File: config.mk
export PLATFORM = sky130hd
export DESIGN_NAME = tmr_base
export DESIGN_NICKNAME = d
export VERILOG_FILES = /design/src/rtl/tmr_base.sv
export SDC_FILE = /design/constraint.sdc
export NUM_CORES = 1
export LEC_CHECK = 0
export BUFFER_PORTS_ARGS = -buffer_cell sky130_fd_sc_hd__buf_4
export CORE_ASPECT_RATIO = 1.2
export CORE_MARGIN = 2
export CORE_UTILIZATION = 57
export CTS_CLUSTER_DIAMETER = 100
export DETAILED_ROUTE_END_ITERATION = 10
export GPL_ROUTABILITY_DRIVEN = 0
export PLACE_DENSITY = 0.83
export SLEW_MARGIN = 20
export SYNTH_ARGS = -nofsm -noshare
export SYNTH_HDL_FRONTEND = slang
export SYNTH_SLANG_ARGS = --single-unit
export TNS_END_PERCENT = 30
File: constraint.sdc
create_clock -name clk -period 3.56 [get_ports clk]
set_input_delay 0.178 -clock clk [delete_from_list [all_inputs] [get_ports clk]]
set_output_delay 0.178 -clock clk [all_outputs]
set_load 0.01 [all_outputs]
File: src/rtl/tmr_base.sv
module tmr_base #(
  parameter int W = 16
) (
  input  logic         clk,
  input  logic         rst_n,
  input  logic         wr_en,
  input  logic [1:0]   wr_addr,
  input  logic [W-1:0] wr_data,
  input  logic [1:0]   rd_addr,
  output logic [W-1:0] rd_data,
  input  logic [3:0]   tick_src,
  output logic [W-1:0] count,
  output logic         irq
);
  logic [1:0]   mode, div, src;
  logic         ie, flag, dir_dn, ndn;
  logic [2:0]   pre;
  logic [W-1:0] cnt, modv, nxt;

  wire wr_ctl  = wr_en && (wr_addr == 2'd0);
  wire wr_mod  = wr_en && (wr_addr == 2'd1);
  wire wr_cnt  = wr_en && (wr_addr == 2'd2);
  wire clr     = wr_ctl && wr_data[6];
  wire run     = (mode != 2'd0);
  wire tick_in = tick_src[src];
  wire [2:0] mask = 3'b111 >> (2'd3 - div);
  wire adv     = run && tick_in && ((pre & mask) == mask);
  wire wrap    = adv && (nxt == '0) && (cnt != '0) && !clr && !wr_cnt;

  always_comb begin
    nxt = cnt;
    ndn = dir_dn;
    case (mode)
      2'd1: nxt = (cnt >= modv) ? '0 : cnt + W'(1);
      2'd2: nxt = cnt + W'(1);
      2'd3: begin
        if (modv == '0) nxt = '0;
        else if (!dir_dn) begin
          if (cnt >= modv) begin ndn = 1'b1; nxt = cnt - W'(1); end
          else nxt = cnt + W'(1);
        end else begin
          if (cnt == '0) begin ndn = 1'b0; nxt = W'(1); end
          else nxt = cnt - W'(1);
        end
      end
      default: ;
    endcase
  end

  always_ff @(posedge clk) begin
    if (!rst_n) begin
      cnt <= '0; dir_dn <= 1'b0; pre <= '0;
      mode <= '0; div <= '0; src <= '0; ie <= 1'b0; flag <= 1'b0;
      modv <= '0;
    end else begin
      if (clr) begin
        cnt <= '0; dir_dn <= 1'b0;
      end else if (wr_cnt) begin
        cnt <= wr_data;
      end else if (adv) begin
        cnt <= nxt; dir_dn <= ndn;
      end

      if (clr) pre <= '0;
      else if (run && tick_in) pre <= pre + 3'd1;

      if (wr_ctl) begin
        mode <= wr_data[1:0];
        div  <= wr_data[3:2];
        src  <= wr_data[5:4];
        ie   <= wr_data[7];
      end

      if (wrap) flag <= 1'b1;
      else if (wr_ctl) flag <= wr_data[8];

      if (wr_mod) modv <= wr_data;
    end
  end

  always_comb begin
    case (rd_addr)
      2'd0:    rd_data = {{(W-9){1'b0}}, flag, ie, 1'b0, src, div, mode};
      2'd1:    rd_data = modv;
      2'd2:    rd_data = cnt;
      default: rd_data = '0;
    endcase
  end

  assign count = cnt;
  assign irq   = flag & ie;
endmodule


==> results.sh <==
export IMPL_power_total_uw=1320
export IMPL_clockBufferDepth=2
export IMPL_grtUsageTotal_pct=33.8
export IMPL_die_w_um=76.8
export IMPL_clock_sinks=44
export IMPL_ctsHtreeMaxLevel=2
export IMPL_critPathKind="register to register"
export IMPL_synth_edf_count=0
export IMPL_postCtsHoldBufs=0
export IMPL_pwr_share_comb_pct=32.9
export IMPL_required_ps=3780
export IMPL_intPower_uw=851
export IMPL_yosysTopAreaCellShare_pct=24.3
export IMPL_max_freq_mhz=313
export IMPL_arrival_ps=3420
export IMPL_synth_seq_area_share_pct=24.3
export IMPL_grt_pass1_vias=3859
export IMPL_cts_buffers=5
export IMPL_area_delta_synth_final_pct=17.2
export IMPL_coreArea_um2=6090
export IMPL_critical_path_top_delay_family="simple AND/OR/NAND/NOR gates"
export IMPL_async_flop_share_pct=0
export IMPL_synthFlopType="dfxtp_1"
export IMPL_critPathBufInv=1
export IMPL_drv_cap=0
export IMPL_hold_viol=0
export IMPL_relSlewSlack_pct=49.9
export IMPL_grt_setup_unrepaired="no"
export IMPL_peakVddDrop_uv=239
export IMPL_die_y_um=91.4
export IMPL_grt_max_degree=26
export IMPL_antenna_cells=0
export IMPL_p_leak_uw=0.00169
export IMPL_skew_ps=4.88
export IMPL_routed_wl_mm=11.9
export IMPL_hpwl_mm=9.00
export IMPL_grt_pass1_wl_mm=19.2
export IMPL_endpoint_kind="register"
export IMPL_via_per_inst=6.57
export IMPL_cts_setup_buffers=0
export IMPL_insertion_delay_ps=300
export IMPL_pin_count=60
export IMPL_syn_area_um2=3630
export IMPL_power_density_nw_per_um2=311
export IMPL_synth_cell_types=68
export IMPL_dr_total_vias=4088
export IMPL_firstDrtPassIters=5
export IMPL_crit_fanout=12
export IMPL_cts_root_buffer="clkbuf_8"
export IMPL_seqPwrFrac_pct=41.5
export IMPL_syn_num_nets=538
export IMPL_hold_class="input pin to register"
export IMPL_yosysTopAreaCell="dfxtp_1"
export IMPL_cts_resized=0
export IMPL_port_buffers=59
export IMPL_yosysWarnings=0
export IMPL_status="completed"
export IMPL_switchingPower_uw=472
export IMPL_slowest_delay_ps=590
export IMPL_crit_path_top_delay_cell="dfxtp_1"
export IMPL_initial_core_util_pct=59.6
export IMPL_antenna_found_initial=0
export IMPL_ant_nets=0
export IMPL_post_route_util_pct=69.8
export IMPL_critPathLaunchType="register"
export IMPL_final_period_utilization_pct=89.8
export IMPL_wl_per_cell_um=19.2
export IMPL_cts_tree="done"
export IMPL_nets=586
export IMPL_row_count=31
export IMPL_gr_total_overflow=0
export IMPL_worstPathCellList="ha_1 > nand4_1 > nor3_1 > o311ai_1 > buf_4 > and4_2 > nor2_2 > a21boi_0 > a2bb2oi_1 > mux2i_1 > a211oi_1"
export IMPL_die_area_um2=7020
export IMPL_period_needed_ps=3200
export IMPL_drt_initial_drc_count=535
export IMPL_drc=0
export IMPL_clkPwrFrac_pct=25.6
export IMPL_synthCells=491
export IMPL_switching_share_pct=35.7
export IMPL_final_layout_size_suffix_gt1_share_pct=18.5
export IMPL_synth_avg_cell_area_um2=7.39
export IMPL_path_clk_slew_ps=90
export IMPL_synth_area_leaders="dfxtp_1 (24%), nand2_1 (7.4%), ha_1 (6.9%)"
export IMPL_tns_ps=0
export IMPL_ys_ff_latch=44
export IMPL_setup_viol=0
export IMPL_slew_viol_final=0
export IMPL_worst_slew_pin_slew_ps=748
synth_stat cells (all sizes together) (2+ instances only):
| master | instances |
|---|---|
| dfxtp | 44 |
| a22oi | 2 |
| a31oi | 2 |
| or2 | 4 |
| nor2 | 46 |
| o221ai | 3 |
| o211ai | 3 |
| a21oi | 26 |
| o21bai | 2 |
| nand4 | 4 |
| nor2b | 13 |
| xor2 | 9 |
| a221oi | 2 |
| mux2i | 20 |
| nand3b | 3 |
| inv | 26 |
| clkbuf | 31 |
| o211a | 2 |
| nor3 | 16 |
| a211oi | 15 |
| and3 | 3 |
| mux2 | 2 |
| or4 | 2 |
| and4 | 5 |
| nor4 | 9 |
| o21a | 3 |
| or3 | 2 |
| nand2 | 72 |
| nand3 | 14 |
| o22ai | 4 |
| a41oi | 2 |
| a21boi | 19 |
| o32a | 3 |
| xnor2 | 3 |
| o21ai | 22 |
| ha | 20 |
| buf | 3 |
| o31ai | 3 |
| a22o | 9 |
metrics by stage:
step                      cells  setup slack (ps)  hold slack [ps]  cell area (µm²)
after floorplan             491               600              305             3630
after global placement      614               528              415             4160
after detailed placement    614               434              427             4160
after CTS                   622               429              118             4250
after global routing        622              73.0              132             4250
final                       622               364              115             4250
tightest hold or removal path, cell delays in order:
cell	delay, ps
buf_4	80
a21oi_1	50
nor2_1	70
power groups by stage:
stage	combinational, µW	clock, µW	sequential (µW)
after floorplan	277	0	547
after global placement	407	0	558
after detailed placement	420	0	559
after CTS	422	338	547
after global routing	470	362	552
final	435	339	549
area by class of cell:
type | count | area (µm²)
clock buffers | 7 | 86.3
clock inverters | 1 | 7.51
fillers | 545 | 1840
inverters | 26 | 97.6
multi-input cells | 387 | 2510
flip-flops and latches | 44 | 881
well taps | 82 | 103
repair buffers | 75 | 563
final timing paths:
| kind | startpoint | end | slack [ps] | cells after the start |
|---|---|---|---|---|
| max | count[13] | count[4] | 360 | 11 |
| max reg2reg | count[13] | count[4] | 360 | 11 |
| min reg2reg | modv[5] | modv[5] | 510 | 2 |
| min | wr_data[14] | count[14] | 120 | 3 |
routing by layer:
| metal | GRT usage, % | up-vias | share of wire, % |
|---|---|---|---|
| met1 | 43.6 | 1882 | 39 |
| met5 | 0 | - | 0 |
| met4 | 15.6 | 0 | 3.9 |
| met2 | 55.2 | 297 | 47 |
| li1 | - | 1864 | - |
| met3 | 4.97 | 45 | 10 |
placed cells by master (no fill, tap or decap), drive strengths merged, types with 4 or more instances in the layout:
cell type | Yosys | routed
o22ai | 4 | 4
nand4 | 4 | 4
a22o | 9 | 9
nor3 | 16 | 16
inv | 26 | 26
ha | 20 | 20
xor2 | 9 | 9
mux2i | 20 | 20
a21boi | 19 | 19
buf | 3 | 75
nor4 | 9 | 9
a211oi | 15 | 15
nand3 | 14 | 14
clkbuf | 31 | 7
dfxtp | 44 | 44
nand2 | 72 | 72
o21ai | 22 | 22
and4 | 5 | 5
nor2b | 13 | 13
or2 | 4 | 4
nor2 | 46 | 46
a21oi | 26 | 26
cells by family after synthesis:
logic type               synth area share (%)
multiplexers                             6.76
flip-flops                               24.3
buffers and inverters                    6.65
adder cells (fa/ha/maj)                  6.89
XOR/XNOR                                 2.90
AND/OR/NAND/NOR                          26.7
AO/OA/AOI/OAI                            25.8
sequential cells by signal, indices dropped and copies added, names as in the netlist:
| register | count |
|---|---|
| count | 16 |
| dir_dn | 1 |
| div | 2 |
| flag | 1 |
| ie | 1 |
| mode | 2 |
| modv | 16 |
| pre | 3 |
| src | 2 |
Power figures use the tool's default switching activity.
